[src/rtl/bitslip_aligner_pkg.sv]
package bitslip_aligner_pkg;

  typedef enum logic [2:0] {
    ST_RESET,
    ST_SEARCH,
    ST_SETTLE,
    ST_CONFIRM,
    ST_LOCKED
  } alignState_t;

  // strobes from the control FSM to the datapath
  typedef struct packed {
    logic slip;     // hold the bit counter for one cycle
    logic present;  // forward completed words to the output
  } alignCtrl_t;

endpackage

[src/rtl/aligner_datapath.sv]
module aligner_datapath
  import bitslip_aligner_pkg::*;
#(
  parameter int WORD_W = 8,
  parameter logic [WORD_W-1:0] TRAIN_WORD = 8'hF0
) (
  input  logic              clk,
  input  logic              rst,
  input  logic              serIn,
  input  alignCtrl_t        ctrl,
  output logic [WORD_W-1:0] wordOut,
  output logic              wordTick,
  output logic              wordIsTrain,
  output logic              wordValid
);
  localparam int CNT_W = $clog2(WORD_W);
  localparam logic [CNT_W-1:0] LAST_BIT = CNT_W'(WORD_W - 1);

  logic [WORD_W-1:0] shiftReg;
  logic [WORD_W-1:0] wordReg;
  logic [CNT_W-1:0]  bitCnt;
  logic              tickQ;

  always_ff @(posedge clk) begin
    if (rst) begin
      shiftReg <= '0;
      wordReg  <= '0;
      bitCnt   <= '0;
      tickQ    <= 1'b0;
    end else begin
      shiftReg <= {shiftReg[WORD_W-2:0], serIn};
      tickQ    <= 1'b0;
      if (ctrl.slip) begin
        bitCnt <= bitCnt;  // boundary moves one bit later
      end else if (bitCnt == LAST_BIT) begin
        bitCnt  <= '0;
        wordReg <= {shiftReg[WORD_W-2:0], serIn};
        tickQ   <= 1'b1;
      end else begin
        bitCnt <= bitCnt + 1'b1;
      end
    end
  end

  assign wordOut     = wordReg;
  assign wordTick    = tickQ;
  assign wordIsTrain = (wordReg == TRAIN_WORD);
  assign wordValid   = tickQ & ctrl.present;

endmodule

[src/rtl/aligner_ctrl.sv]
module aligner_ctrl
  import bitslip_aligner_pkg::*;
#(
  parameter int WORD_W       = 8,
  parameter int SETTLE_WORDS = 2,
  parameter int LOCK_WORDS   = 4
) (
  input  logic                      clk,
  input  logic                      rst,
  input  logic                      wordTick,
  input  logic                      wordIsTrain,
  output alignCtrl_t                ctrl,
  output logic                      linkUp,
  output logic [$clog2(WORD_W)-1:0] slipCount,
  output logic                      rotated
);
  localparam int SLIP_W   = $clog2(WORD_W);
  localparam int SET_W    = $clog2(SETTLE_WORDS + 1);
  localparam int MATCH_W  = $clog2(LOCK_WORDS + 1);
  localparam logic [SLIP_W-1:0]  SLIP_LAST   = SLIP_W'(WORD_W - 1);
  localparam logic [SET_W-1:0]   SETTLE_LAST = SET_W'(SETTLE_WORDS - 1);
  localparam logic [MATCH_W-1:0] MATCH_LAST  = MATCH_W'(LOCK_WORDS - 1);

  alignState_t        state, stateNext;
  logic [SET_W-1:0]   settleCnt, settleNext;
  logic [MATCH_W-1:0] matchCnt, matchNext;
  logic [SLIP_W-1:0]  slipCnt, slipNext;
  logic               rotQ, rotNext;
  logic               doSlip;

  always_comb begin
    stateNext  = state;
    settleNext = settleCnt;
    matchNext  = matchCnt;
    doSlip     = 1'b0;
    unique case (state)
      ST_RESET: stateNext = ST_SEARCH;
      ST_SEARCH: begin
        if (wordTick) begin
          if (wordIsTrain) begin
            matchNext = MATCH_W'(1);
            stateNext = (LOCK_WORDS == 1) ? ST_LOCKED : ST_CONFIRM;
          end else begin
            doSlip = 1'b1;
          end
        end
      end
      ST_SETTLE: begin
        if (wordTick) begin
          if (settleCnt == SETTLE_LAST) begin
            settleNext = '0;
            stateNext  = ST_SEARCH;
          end else begin
            settleNext = settleCnt + 1'b1;
          end
        end
      end
      ST_CONFIRM: begin
        if (wordTick) begin
          if (!wordIsTrain) begin
            doSlip = 1'b1;
          end else if (matchCnt == MATCH_LAST) begin
            stateNext = ST_LOCKED;
          end else begin
            matchNext = matchCnt + 1'b1;
          end
        end
      end
      ST_LOCKED: stateNext = ST_LOCKED;
      default:   stateNext = ST_SEARCH;
    endcase
    if (doSlip) begin
      stateNext  = ST_SETTLE;
      settleNext = '0;
      matchNext  = '0;
    end
  end

  always_comb begin
    slipNext = slipCnt;
    rotNext  = rotQ;
    if (doSlip) begin
      if (slipCnt == SLIP_LAST) begin
        slipNext = '0;
        rotNext  = 1'b1;
      end else begin
        slipNext = slipCnt + 1'b1;
      end
    end
  end

  always_ff @(posedge clk) begin
    if (rst) begin
      state     <= ST_RESET;
      settleCnt <= '0;
      matchCnt  <= '0;
      slipCnt   <= '0;
      rotQ      <= 1'b0;
    end else begin
      state     <= stateNext;
      settleCnt <= settleNext;
      matchCnt  <= matchNext;
      slipCnt   <= slipNext;
      rotQ      <= rotNext;
    end
  end

  assign ctrl.slip    = doSlip;
  assign ctrl.present = (state == ST_LOCKED);
  assign linkUp       = (state == ST_LOCKED);
  assign slipCount    = slipCnt;
  assign rotated      = rotQ;

endmodule

[src/rtl/bitslip_aligner.sv]
module bitslip_aligner
  import bitslip_aligner_pkg::*;
#(
  parameter int WORD_W = 8,
  parameter logic [WORD_W-1:0] TRAIN_WORD = 8'hF0,
  parameter int SETTLE_WORDS = 2,
  parameter int LOCK_WORDS   = 4
) (
  input  logic                      clk,
  input  logic                      rst,
  input  logic                      serIn,
  output logic [WORD_W-1:0]         wordOut,
  output logic                      wordValid,
  output logic                      linkUp,
  output logic [$clog2(WORD_W)-1:0] slipCount,
  output logic                      rotated
);
  alignCtrl_t ctrl;
  logic       wordTick;
  logic       wordIsTrain;

  aligner_datapath #(
    .WORD_W    (WORD_W),
    .TRAIN_WORD(TRAIN_WORD)
  ) u_datapath (
    .clk        (clk),
    .rst        (rst),
    .serIn      (serIn),
    .ctrl       (ctrl),
    .wordOut    (wordOut),
    .wordTick   (wordTick),
    .wordIsTrain(wordIsTrain),
    .wordValid  (wordValid)
  );

  aligner_ctrl #(
    .WORD_W      (WORD_W),
    .SETTLE_WORDS(SETTLE_WORDS),
    .LOCK_WORDS  (LOCK_WORDS)
  ) u_ctrl (
    .clk        (clk),
    .rst        (rst),
    .wordTick   (wordTick),
    .wordIsTrain(wordIsTrain),
    .ctrl       (ctrl),
    .linkUp     (linkUp),
    .slipCount  (slipCount),
    .rotated    (rotated)
  );

endmodule

[config.mk]
export PLATFORM = sky130hd
export DESIGN_NAME = bitslip_aligner
export DESIGN_NICKNAME = d
export VERILOG_FILES = /design/src/rtl/bitslip_aligner_pkg.sv /design/src/rtl/aligner_datapath.sv /design/src/rtl/aligner_ctrl.sv /design/src/rtl/bitslip_aligner.sv
export SDC_FILE = /design/constraint.sdc
export NUM_CORES = 1
export LEC_CHECK = 0
export ABC_AREA = 1
export BUFFER_PORTS_ARGS = -buffer_cell sky130_fd_sc_hd__buf_2
export CELL_PAD_IN_SITES_DETAIL_PLACEMENT = 1
export CELL_PAD_IN_SITES_GLOBAL_PLACEMENT = 2
export CORE_MARGIN = 5
export CORE_UTILIZATION = 34
export DETAILED_ROUTE_END_ITERATION = 10
export PLACE_DENSITY = 0.78
export SLEW_MARGIN = 0
export SYNTH_ARGS = -nofsm -noshare
export SYNTH_HDL_FRONTEND = slang
export SYNTH_SLANG_ARGS = --single-unit
[constraint.sdc]
create_clock -name clk -period 2 [get_ports clk]
set_input_delay 0.2 -clock clk [delete_from_list [all_inputs] [get_ports clk]]
set_output_delay 0.2 -clock clk [all_outputs]
set_load 0.01 [all_outputs]
# After elaboration in Yosys (flattened, before gate mapping)
# Index checks and enable logic that the tools add are counted.
# word_totals
register_bits	31
inputBits	3
output_inout_bits	14
wordCells	71
# classes
addsub	4
eq_ne	24
mux	22
n_bitwise	2
n_reduce_logical	9
# op_table
cell	n
$mux W3	14
$reduce_and A7 Y1	2
$ne A3 B1 Y1 const B	4
$pmux W3 S4	1
$add A3 B1 Y3 const B	3
$eq A3 B2 Y1 const B	3
$eq A3 B3 Y1 const B	3
$ne A3 B2 Y1 const B	3
$eq A8 B8 Y1 const B	1
$ne A2 B1 Y1 const B	4
$ne A2 B2 Y1 const B	4
$pmux W3 S2	1
$reduce_and A2 Y1	3
$reduce_and A6 Y1	1
$mux W1	4
$mux W2	2
$reduce_or A2 Y1	2
$eq A3 B1 Y1 const B	1
$add A2 B1 Y2 const B	1
$eq A2 B1 Y1 const B	1
$reduce_bool A2 Y1	1
$and A1 B1 Y1	1
$not A1 Y1	1

# Depth between registers and ports, before layout
# Gate-level depths: netlist of run 1.
# depth
ltp_word	6
mapped_depth	10
depth_no_buf	10

# Hierarchy
# From an unflattened synthesis of run 1, not the netlist that was laid out.
# hier_totals
cells_unflattened	181
hier_area_um2	1445.1
# by_module_without_submodules
mod	instances	cells_per_inst	area_each_um2	seq_area_each_um2
aligner_datapath	1	89	774.5	380.4
aligner_ctrl	1	92	670.6	240.2

# Worst setup path before layout of run 1
# OpenSTA, ideal clock, no wires.
# synth_timing
path_kind	register to register
from	reg u_datapath.bitCnt[0]
to	reg u_datapath.bitCnt[0]
setup_ps	74
arrival_time_ps	1248
t_required_ps	1926
setup_slack_ps	678
path_stages_with_launch	6
n_path_buf	1
period_less_slack_ps	1322
cell_sequence	dfxtp_1 -> ha_1 -> ha_1 -> buf_1 -> or2_2 -> o21ai_0
# synth_via
elab_chain_len	2
elab_cells_between_ends	3
classes_between	1 x add/sub; 1 x eq/ne; 1 x mux
# synth_rtl
item	line_no	text
from (decl)	aligner_datapath.sv:21	logic [CNT_W-1:0] bitCnt;
from (signal assigned)	aligner_datapath.sv:34	bitCnt <= bitCnt;
from (signal assigned)	aligner_datapath.sv:40	bitCnt <= bitCnt + 1'b1;
$add A3 B1 Y3 / $eq A3 B3 Y1 (equally long branches)	aligner_datapath.sv:40, aligner_datapath.sv:35	
$mux W3 (*)	aligner_datapath.sv:35	end else if (bitCnt == LAST_BIT) begin
# Mark *: on every way between the ends. The rest lies on a longest branch, timed or not.
# A chain may end at the register's enable or synchronous reset.

# Worst setup path in the final report of run 1
# layout_timing
from	reg u_ctrl.state[0]
to	reg u_ctrl.slipCnt[1] (netlist: u_ctrl.slipCount[1])
# layout_via
elab_chain_len	3
elab_cells_between_ends	4
classes_between	2 x eq/ne; 1 x mux; 1 x reduce/logical
# layout_rtl
item	line_no	text
from (decl)	aligner_ctrl.sv:24	alignState_t state, stateNext;
from (signal assigned)	aligner_ctrl.sv:100	state <= stateNext;
$eq A3 B1 Y1 / $eq A3 B2 Y1 (equally long branches)	aligner_ctrl.sv:36	unique case (state)
$reduce_or A2 Y1 (no source line) (*)	n/a	
$mux W1 (*)	n/a	
to (signal assigned)	aligner_ctrl.sv:103	slipCnt <= slipNext;
to (decl)	aligner_ctrl.sv:27	logic [SLIP_W-1:0] slipCnt, slipNext;
# Marked as above.

==> implementation parameters, run 1 <==
Parameter                              Value

Route
  Count of unresolved DRC violations after routing ... 0
  Number of iterations in the first detailed-routing pass ... 4
  Remaining antenna violation count ... 0
  Starting DRT DRC Count ... 55
  Wire length per cell after detailed routing ... 11.9 µm
  Mean number of vias per cell ... 4.61
  Wire length after detailed routing ... 3.12 mm
  Via count ... 1208

Worst setup path
  Required @ worst endpoint ... 2170 ps
  CP Launch Type ... register
  Data arrival time of the critical path ... 1730 ps
  Crit Path Category ... register to register
  Largest fanout on the critical path ... 12
  CP endpoint kind ... register

Timing
  Highest Clock Rate ... 642 MHz
  Clock tree skew after final layout ... 3.90 ps
  Relative slew slack ... 0.778
  Final Hold Viols ... 0
  Final count of negative-setup-slack endpoints ... 0
  Minimum period implied by the final worst setup slack ... 1560 ps
  Sum Neg Setup Slack ... 0 ps
  Pins Over Slew Limit ... 0
  Worst slew pin tran ... 333 ps
  Final period utilization ... 0.779
  RSZ-0062 raised after global routing ... no
  Final hold slack ... 150 ps

Final layout
  Post-layout util ... 0.404
  Synth-to-Final Area Change ... 14.5%
  Nets ... 220
  Total inserted antenna cells ... 0
  Fraction of layout instances using a drive strength above 1 ... 0.184

Clocking
  Clock root buffer master ... sky130_fd_sc_hd__clkbuf_8
  Number of sinks driven by the clock tree ... 31
  Post_cts resized ... 0
  TritonCTS clock tree ... built
  Buffers from clock root to sink, at most ... 2
  Setup Fix Bufs, Post-CTS ... 0
  Quantity of hold-fixing buffers added after cts ... 0
  Level count of the clock H-tree ... 2
  Clock-pin transition on the worst setup and hold timing paths ... 70 ps
  Total clock buffers created by CTS ... 5
  Clock latency reported for the late side of the worst-skew pair ... 280 ps

Global route
  First-pass GRT wire length ... 5.64 mm
  Number of global-route vias before repair ... 1294
  Number of antenna violations at the first check in global routing ... 0
  Global router's overall resource usage ... 0.133
  Pin count of the biggest net entering global routing ... 22
  GRT overflow ... 0

Synthesis
  Compound-gate portion of the synthesized area ... 0.0177
  Post-synth cell types ... 26
  Synth Area in XOR/XNOR ... 0
  Synthesized area divided by synthesized cell count ... 7.36 µm²
  Share of synthesized cell area in and, or, nand and nor gates ... 0.378
  Net count of the mapped netlist ... 201
  Post-synthesis instance area ... 1410 µm²
  Mux cell area share after synthesis ... 0
  Number of warnings issued by yosys ... 0
  Number of synthesized register bits ... 31
  Instance count of the mapped netlist ... 192
  Share of synthesized cell area in full adder, half adder and majority cells ... 0.0531
  Part of the Yosys area used for sequential elements ... 0.439
  Combinational family with the most area after synthesis ... simple AND/OR/NAND/NOR gates

Die
  Core outline area ... 4000 µm²
  Area of the die ... 5540 µm²
  Rows ... 23
  Die Ht ... 74.5 µm
  Boundary Pins ... 17
  Die W ... 74.5 µm
  Starting density of the core ... 0.353

Power
  P_leak ... 0.822 nW
  Tot Pwr ... 0.00141 W
  PD cells ... 874 nW/µm²
  IR Drop Worst-Case VDD ... 404 µV

Place
  Final Wtd Congestion ... 0.740
  IO Port Bufs ... 16
  Post-detail-place hpwl ... 2.43 mm

Run
  Number of maximum-capacitance constraint violations ... 0

Worst hold path
  Type of the tightest min-delay check ... primary input to register

Run status
  Run status ... finished, final reports clean
## cell usage in the layout, fill, tap and decap left out, drive strengths merged
| cell type | count |
|---|---|
| buf | 18 |
| dfxtp | 31 |
| nor4 | 1 |
| o21ai | 3 |
| nand2 | 44 |
| and2 | 1 |
| nor3 | 5 |
| inv | 31 |
| nor2 | 33 |
| nand4 | 11 |
| nand3 | 15 |
| clkinvlp | 1 |
| nor3b | 1 |
| clkbuf | 6 |
| clkinv | 2 |
| a21oi | 2 |
| ha | 6 |
| or2 | 1 |
## cell type report
cell class              instances  area, µm²
inverters                      32        120
clock buffers                   6       72.6
clock inverters                 2       12.5
well taps                      50       62.6
multi-input cells             123        634
fillers                       522       2380
repair buffers                 18       95.1
flip-flops and latches         31        621
## per-stage QoR
step                worst slack (ps)  area, µm²  cells
finish                           443       1620    262
detailed placement               437       1530    254
global route                     239       1620    262
floorplan                        678       1410    192
CTS                              403       1620    262
global placement                 491       1530    254
## where the power goes
group	internal, W	switching [W]	total [W]
combinational	0.0000872	0.000172	0.000259
sequential	0.000643	0.0000371	0.000680
clock	0.000243	0.000233	0.000476
total	0.000973	0.000442	0.00141
## per-layer routing
metal  track usage  wire (µm)  up-vias
met1         0.143       1300      554
met3        0.0486        143        4
met4        0.0415         37        0
met5             0          0        -
met2         0.242       1640       12
li1              -          -      638
## path summary, 6_finish.rpt
path,from,to,slack (ps),cells past startpoint
setup / recovery,u_ctrl.state[0]$_SDFFE_PP0P_,u_ctrl.slipCount[1]$_SDFFE_PP0P_,440,7
hold / removal,serIn,u_datapath.shiftReg[0]$_SDFF_PP0_,150,3
setup reg to reg,u_ctrl.state[0]$_SDFFE_PP0P_,u_ctrl.slipCount[1]$_SDFFE_PP0P_,440,7
hold reg to reg,u_datapath.shiftReg[3]$_SDFF_PP0_,u_datapath.shiftReg[4]$_SDFF_PP0_,420,2
## kinds of logic (layout without fill, tap and decap cells)
group	after synthesis	count (layout)
DFF	31	31
and+or+nand+nor	112	112
adders and majority gates	6	6
buffers and inverters	38	58
AOI/OAI and AO/OA	5	5
## cells in the mapped netlist (all sizes together)
cell type	count	share of area
o21ai	3	0.011
or2	1	0.0044
clkinv	1	0.0027
nor4	1	0.0044
ha	6	0.053
nand3	15	0.066
and2	1	0.0044
nor3b	1	0.0053
a21oi	2	0.0071
nor3	5	0.018
nand4	11	0.049
clkbuf	2	0.0053
nor2	33	0.095
dfxtp	31	0.44
buf	4	0.021
inv	31	0.082
nand2	44	0.13
## state kept, by name, indices dropped and copies added (netlist names)
signal / cells
u_ctrl.settleCnt: 2
u_datapath.wordOut: 8
u_ctrl.slipCount: 3
u_datapath.shiftReg: 7
u_ctrl.matchCnt: 3
u_ctrl.state: 3
u_datapath.wordTick: 1
u_ctrl.rotated: 1
u_datapath.bitCnt: 3
## worst max-delay path: stages (launching register included)
cell	delay, ps
sky130_fd_sc_hd__dfxtp_1	470
sky130_fd_sc_hd__nand2_2	120
sky130_fd_sc_hd__inv_2	100
sky130_fd_sc_hd__nand3_2	230
sky130_fd_sc_hd__nand2_1	320
sky130_fd_sc_hd__inv_1	100
sky130_fd_sc_hd__nand2_1	70
sky130_fd_sc_hd__nand2_1	40
No activity file was read; power rests on OpenSTA's default activity.
==> run 2: changes to the inputs <==
--- a/config.mk
+++ b/config.mk
@@ -10,9 +10,9 @@
 export CELL_PAD_IN_SITES_DETAIL_PLACEMENT = 1
 export CELL_PAD_IN_SITES_GLOBAL_PLACEMENT = 2
 export CORE_MARGIN = 5
-export CORE_UTILIZATION = 34
+export CORE_UTILIZATION = 32
 export DETAILED_ROUTE_END_ITERATION = 10
-export PLACE_DENSITY = 0.78
+export PLACE_DENSITY = 0.74
 export SLEW_MARGIN = 0
 export SYNTH_ARGS = -nofsm -noshare
 export SYNTH_HDL_FRONTEND = slang
==> constraint.sdc (replaced) <==
create_clock -name clk -period 1.57 [get_ports clk]
set_input_delay 0.157 -clock clk [delete_from_list [all_inputs] [get_ports clk]]
set_output_delay 0.157 -clock clk [all_outputs]
set_load 0.01 [all_outputs]
==> run 2 against run 1 <==
Clock power rose by 72%; largest power group unchanged; via count rose by 4.1%; critical endpoint is now u_datapath.bitCnt[0]$_SDFFE_PP0N_; combinational power rose by 25%; routed wire length rose by 7.0%; clock-buffer cell count did not move.
==> implementation parameters, run 2 (synthesis gave the netlist of run 1 again) <==
Parameter                              Value

Power
  P_leak ... 0.853 nW
  PD cells ... 1200 nW/µm²
  Total internal power ... 0.00144 W
  Seq pwr share ... 0.431
  Net switching power of the design ... 0.000562 W
  IR Drop Worst-Case VDD ... 440 µV
  Clock network fraction of design power ... 0.408
  Comb power frac ... 0.161
  Switching portion of total power ... 0.280
  Tot Pwr ... 0.00201 W

Die
  Area of the die ... 5840 µm²
  Starting density of the core ... 0.327
  Core outline area ... 4320 µm²
  Boundary Pins ... 17
  Die Ht ... 76.4 µm
  Die W ... 76.4 µm
  Rows ... 24

Clocking
  Setup Fix Bufs, Post-CTS ... 0
  Clock root buffer master ... sky130_fd_sc_hd__clkbuf_8
  Clock latency reported for the late side of the worst-skew pair ... 280 ps
  Total clock buffers created by CTS ... 5
  Level count of the clock H-tree ... 2
  TritonCTS clock tree ... built
  Buffers from clock root to sink, at most ... 2
  Clock-pin transition on the worst setup and hold timing paths ... 70 ps
  Number of sinks driven by the clock tree ... 31

Route
  Wire length per cell after detailed routing ... 12.6 µm
  Number of iterations in the first detailed-routing pass ... 4
  Mean number of vias per cell ... 4.73
  Remaining antenna violation count ... 0
  Via count ... 1258
  Starting DRT DRC Count ... 26
  Wire length after detailed routing ... 3.34 mm
  Count of unresolved DRC violations after routing ... 0

Global route
  GRT overflow ... 0
  Number of global-route vias before repair ... 1372
  First-pass GRT wire length ... 6.07 mm
  Global router's overall resource usage ... 0.129
  Number of antenna violations at the first check in global routing ... 0
  Pin count of the biggest net entering global routing ... 23

Worst setup path
  Crit Path Category ... register to register
  Required @ worst endpoint ... 1730 ps
  Largest fanout on the critical path ... 13
  CP Launch Type ... register
  CP endpoint kind ... register
  Data arrival time of the critical path ... 1570 ps

Final layout
  Nets ... 222
  Filler-free cell count of the finished design ... 266
  Fraction of layout instances using a drive strength above 1 ... 0.201
  Most common library cell in the layout ignoring fill and taps ... sky130_fd_sc_hd__nand2_1
  Register Area ... 621 µm²
  Number of filler instances in the final layout ... 548
  Total inserted antenna cells ... 0
  Area of the multi-input gates ... 637 µm²
  Most used cells in the layout excluding fill and tap cells ... sky130_fd_sc_hd__nand2_1, sky130_fd_sc_hd__dfxtp_1, sky130_fd_sc_hd__nor2_1, sky130_fd_sc_hd__inv_1, sky130_fd_sc_hd__buf_2
  Flip-flop count of the largest register after layout ... 8
  Synth-to-Final Area Change ... 18.2%

Place
  Final Wtd Congestion ... 0.788
  Post-detail-place hpwl ... 2.60 mm
  Cell total after placement ... 258
  IO Port Bufs ... 16

Timing
  Minimum period implied by the final worst setup slack ... 1410 ps
  Clock tree skew after final layout ... 8.34 ps
  Worst slew pin tran ... 307 ps
  Final period utilization ... 0.900
  Final Hold Viols ... 0
  Sum Neg Setup Slack ... 0 ps
  RSZ-0062 raised after global routing ... no
  Final count of negative-setup-slack endpoints ... 0
  Relative slew slack ... 0.795
  Pins Over Slew Limit ... 0
  Highest Clock Rate ... 708 MHz

Run
  Number of maximum-capacitance constraint violations ... 0

Run status
  Run status ... finished, final reports clean

Worst hold path
  Type of the tightest min-delay check ... primary input to register
-- run 2: cell count changes in the layout (fill, tap and decap cells not counted) --
cell	before	now
sky130_fd_sc_hd__nor2_2	1	2
sky130_fd_sc_hd__clkbuf_1	1	0
sky130_fd_sc_hd__bufinv_16	0	1
sky130_fd_sc_hd__clkinvlp_4	1	0
sky130_fd_sc_hd__nor2_1	31	30
sky130_fd_sc_hd__buf_4	2	4
sky130_fd_sc_hd__clkbuf_8	5	6
-- run 2: timing repair --
item                                    CTS  global route
resized for setup                         0             1
endpoints found under the setup margin    0             1
hold buffers                              0             0
-- run 2: stage by stage --
| stage | util | hold slack (ps) | area (µm²) | setup slack (ps) |
|---|---|---|---|---|
| 3_5_place_dp | 0.359 | 391 | 1550 | 122 |
| 5_1_grt | 0.386 | 98.1 | 1670 | 4.42 |
| 6_report | 0.386 | 101 | 1670 | 157 |
| 4_1_cts | 0.386 | 92.9 | 1670 | 112 |
| 2_1_floorplan | - | 264 | 1410 | 248 |
| 3_3_place_gp | 0.359 | 383 | 1550 | 180 |
-- run 2: worst paths after layout --
kind,start,end,slack [ps],depth (start not counted)
worst max register to register,u_datapath.wordOut[2]$_SDFFE_PP0P_,u_datapath.bitCnt[0]$_SDFFE_PP0N_,160,7
worst min-delay path,serIn,u_datapath.shiftReg[0]$_SDFF_PP0_,100,3
worst min register to register,u_datapath.shiftReg[3]$_SDFF_PP0_,u_datapath.shiftReg[4]$_SDFF_PP0_,430,2
worst max-delay path,u_datapath.wordOut[2]$_SDFFE_PP0P_,u_datapath.bitCnt[0]$_SDFFE_PP0N_,160,7
-- run 2: layer usage --
metal	wire length, µm	track usage
met4	61	0.0629
met5	0	0
met1	1450	0.141
met2	1730	0.231
met3	97	0.0307
-- run 2: final cells by class --
| type | count | area share |
|---|---|---|
| multi-input combinational | 123 | 0.381 |
| sequential | 31 | 0.372 |
| inverter | 32 | 0.0719 |
| timing repair buffer | 20 | 0.0659 |
| clock buffer | 6 | 0.0494 |
| tap | 52 | 0.0390 |
| clock inverter | 2 | 0.0210 |
-- run 2: power by group through the flow --
stage,logic (W),clock network [W],registers [W]
2_1_floorplan,0.000273,0,0.000869
3_3_place_gp,0.000327,0,0.000881
3_5_place_dp,0.000330,0,0.000883
4_1_cts,0.000331,0.000840,0.000865
5_1_grt,0.000375,0.000877,0.000872
6_report,0.000323,0.000818,0.000863
-- run 2: critical path, stage by stage (launching register included) --
cell,delay (ps)
sky130_fd_sc_hd__dfxtp_1,330
sky130_fd_sc_hd__nor2_1,170
sky130_fd_sc_hd__nand4_1,210
sky130_fd_sc_hd__nand3_2,160
sky130_fd_sc_hd__buf_4,200
sky130_fd_sc_hd__inv_1,80
sky130_fd_sc_hd__nand3_1,70
sky130_fd_sc_hd__o21ai_0,70
==> run 3: changes to the inputs <==
--- a/config.mk
+++ b/config.mk
@@ -5,12 +5,11 @@
 export SDC_FILE = /design/constraint.sdc
 export NUM_CORES = 1
 export LEC_CHECK = 0
-export ABC_AREA = 1
 export BUFFER_PORTS_ARGS = -buffer_cell sky130_fd_sc_hd__buf_2
 export CELL_PAD_IN_SITES_DETAIL_PLACEMENT = 1
 export CELL_PAD_IN_SITES_GLOBAL_PLACEMENT = 2
 export CORE_MARGIN = 5
-export CORE_UTILIZATION = 32
+export CORE_UTILIZATION = 36
 export DETAILED_ROUTE_END_ITERATION = 10
 export PLACE_DENSITY = 0.74
 export SLEW_MARGIN = 0
==> run 3 against run 2 <==
Area after synthesis down 4.0%; die area down 13%; clock-buffer cell count unchanged; first-iteration DRC count down 23%; routed wire length down 19%; combinational power down 85%; sequential share of layout area down 0.42 points; sequential power down 6.8%; non-clock buffer count up 8; maximum frequency down 7.2%; hold slack better by 48 ps; largest power group is now clock; highest routed layer unchanged; global-route usage down 1.6 points.
==> implementation parameters, run 3 <==
Parameter                              Value

Run status
  Run status ... finished, final reports clean

Worst setup path
  Highest cell delay on the worst timing path ... 400 ps
  CP endpoint kind ... register
  Crit Path Category ... register to register
  Largest fanout on the critical path ... 3
  Data arrival time of the critical path ... 1740 ps
  Family with the most delay on the worst path ... simple AND/OR/NAND/NOR gates
  Worst path slowest cell ... sky130_fd_sc_hd__or3_4
  Buf+Inv Stages, Crit Path ... 1
  CP Launch Type ... register
  Critical-path cell list ... nor4b_4 > buf_4 > nand4_4 > or3_4 > a21oi_2
  Required @ worst endpoint ... 1790 ps

Power
  IR Drop Worst-Case VDD ... 520 µV
  P_leak ... 0.760 nW
  PD cells ... 975 nW/µm²
  Tot Pwr ... 0.00166 W

Final layout
  Fraction of layout instances using a drive strength above 1 ... 0.335
  Register Area ... 626 µm²
  Flip-flop count of the largest register after layout ... 8
  Most common library cell in the layout ignoring fill and taps ... sky130_fd_sc_hd__dfxtp_1
  Number of filler instances in the final layout ... 410
  Synth-to-Final Area Change ... 25.6%
  Total inserted antenna cells ... 0
  Most used cells in the layout excluding fill and tap cells ... sky130_fd_sc_hd__dfxtp_1, sky130_fd_sc_hd__nor2b_1, sky130_fd_sc_hd__buf_2, sky130_fd_sc_hd__buf_4, sky130_fd_sc_hd__nor2_1
  Nets ... 169
  Filler-free cell count of the finished design ... 209
  Post-layout util ... 0.465
  Area of the multi-input gates ... 711 µm²

Synthesis
  Part of the Yosys area used for sequential elements ... 0.458
  Most used flip-flop cell after synthesis ... sky130_fd_sc_hd__dfxtp_1
  Number of synthesized register bits ... 31
  Post-synth cell types ... 33
  Net count of the mapped netlist ... 139
  Top post-synthesis cells by count ... sky130_fd_sc_hd__dfxtp_1, sky130_fd_sc_hd__nor2b_1, sky130_fd_sc_hd__nor2_1
  Synthesized area divided by synthesized cell count ... 10.4 µm²
  Number of warnings issued by yosys ... 0
  Top-area cell type share of the netlist area ... 0.458
  Library cell with the highest instance count after synthesis ... sky130_fd_sc_hd__dfxtp_1
  Post-synthesis instance area ... 1360 µm²
  Async S/R FF share, synth ... 0
  Yosys top cell by area ... sky130_fd_sc_hd__dfxtp_1
  EDFF count, synth ... 0
  Instance count of the mapped netlist ... 130
  Top cells by area in the synthesized netlist ... sky130_fd_sc_hd__dfxtp_1, sky130_fd_sc_hd__nor2b_1, sky130_fd_sc_hd__mux2_4

Place
  Cell total after placement ... 198
  IO Port Bufs ... 16
  Final Wtd Congestion ... 0.733
  Post-detail-place hpwl ... 1.99 mm

Timing
  Final count of negative-setup-slack endpoints ... 0
  Clock tree skew after final layout ... 5.88 ps
  Worst slew pin tran ... 429 ps
  RSZ-0062 raised after global routing ... yes
  Sum Neg Setup Slack ... 0 ps
  Relative slew slack ... 0.714
  Final Hold Viols ... 0
  Highest Clock Rate ... 657 MHz
  Final period utilization ... 0.970
  Pins Over Slew Limit ... 0
  Minimum period implied by the final worst setup slack ... 1520 ps

Die
  Core outline area ... 3660 µm²
  Starting density of the core ... 0.370
  Area of the die ... 5100 µm²
  Die W ... 71.4 µm
  Boundary Pins ... 17
  Rows ... 22
  Die Ht ... 71.4 µm

Worst hold path
  Type of the tightest min-delay check ... primary input to register

Clocking
  Number of sinks driven by the clock tree ... 31
  Clock-pin transition on the worst setup and hold timing paths ... 70 ps
  Clock latency reported for the late side of the worst-skew pair ... 280 ps
  Clock root buffer master ... sky130_fd_sc_hd__clkbuf_8
  Total clock buffers created by CTS ... 5
  Level count of the clock H-tree ... 2
  TritonCTS clock tree ... built
  Buffers from clock root to sink, at most ... 2

Global route
  First-pass GRT wire length ... 4.55 mm
  Number of global-route vias before repair ... 1021
  Pin count of the biggest net entering global routing ... 27
  GRT overflow ... 0
  Global router's overall resource usage ... 0.114
  Number of antenna violations at the first check in global routing ... 0

Route
  Remaining antenna violation count ... 0
  Count of unresolved DRC violations after routing ... 0
  Wire length after detailed routing ... 2.71 mm
  Via count ... 997
  Mean number of vias per cell ... 4.77
  Number of iterations in the first detailed-routing pass ... 4
  Starting DRT DRC Count ... 20
  Wire length per cell after detailed routing ... 13.0 µm

Run
  Number of maximum-capacitance constraint violations ... 0
==> run 3: changes by cell type after synthesis, sizes merged, moves of 3 or more <==
cell / previous run / this run
nand2: 44 / 6
inv: 31 / 4
nor2: 33 / 10
nor2b: 0 / 18
nand3: 15 / 0
nand4: 11 / 2
mux2: 0 / 7
a21oi: 2 / 7
mux2i: 0 / 5
nand2b: 0 / 5
nor3: 5 / 2
o21ai: 3 / 0
or3: 0 / 3
==> run 3: cell type report <==
class / count / share of cell area
clock buffer: 6 / 0.0485
clock inverter: 2 / 0.0206
sequential: 31 / 0.367
inverter: 4 / 0.00882
tap: 48 / 0.0353
timing repair buffer: 28 / 0.102
multi-input combinational: 90 / 0.417
==> run 3: path summary, 6_finish.rpt <==
path | from | end | slack, ps | cells after the start
worst max register to register | u_datapath.wordOut[2]$_SDFFE_PP0P_ | u_ctrl.matchCnt[1]$_SDFFE_PP0P_ | 50 | 5
worst min register to register | u_ctrl.rotated$_SDFFE_PP0P_ | u_ctrl.rotated$_SDFFE_PP0P_ | 460 | 2
worst max-delay path | u_datapath.wordOut[2]$_SDFFE_PP0P_ | u_ctrl.matchCnt[1]$_SDFFE_PP0P_ | 50 | 5
worst min-delay path | serIn | u_datapath.shiftReg[0]$_SDFF_PP0_ | 150 | 2
==> run 3: cells by family (layout without fill, tap and decap cells) <==
logic type               after synthesis  after routing  share of synthesized area
adder cells (fa/ha/maj)                6              6                     0.0553
AND/OR/NAND/NOR                       58             58                      0.265
buffers and inverters                  9             40                     0.0341
multiplexers                          12             12                      0.114
AO/OA/AOI/OAI                         13             13                     0.0673
XOR/XNOR                               1              1                    0.00646
flip-flops                            31             31                      0.458
==> run 3: where the power goes <==
group	internal, W	switching, W
Clock	0.000513	0.000295
Sequential	0.000798	0.00000612
Combinational	0.0000197	0.0000282
Total	0.00133	0.000329
==> run 3: what timing repair did <==
| item | in CTS | in global routing |
|---|---|---|
| setup buffers | 0 | 3 |
| gates resized for setup | 0 | 9 |
| hold buffers | 0 | 0 |
| setup endpoints to repair | 0 | 12 |
==> run 3: metal layers <==
metal / track usage / vias up / wire length (µm)
li1: - / 501 / -
met1: 0.133 / 475 / 1250
met2: 0.185 / 16 / 1310
met3: 0.0435 / 5 / 111
met4: 0.0501 / 0 / 40
met5: 0 / - / 0
==> run 3: per-stage QoR <==
step	hold slack [ps]	setup slack (ps)	cell area, µm²
3_5_place_dp	438	29.8	1530
6_report	150	47.2	1700
4_1_cts	139	13.8	1650
2_1_floorplan	240	70.4	1360
3_3_place_gp	428	42.5	1530
5_1_grt	139	-49.6	1700
==> run 3: worst reg2reg max path: stages, from the launching register on <==
cell and delay [ps]:
sky130_fd_sc_hd__dfxtp_4 350, sky130_fd_sc_hd__nor4b_4 320, sky130_fd_sc_hd__buf_4 190, sky130_fd_sc_hd__nand4_4 80
sky130_fd_sc_hd__or3_4 400, sky130_fd_sc_hd__a21oi_2 120
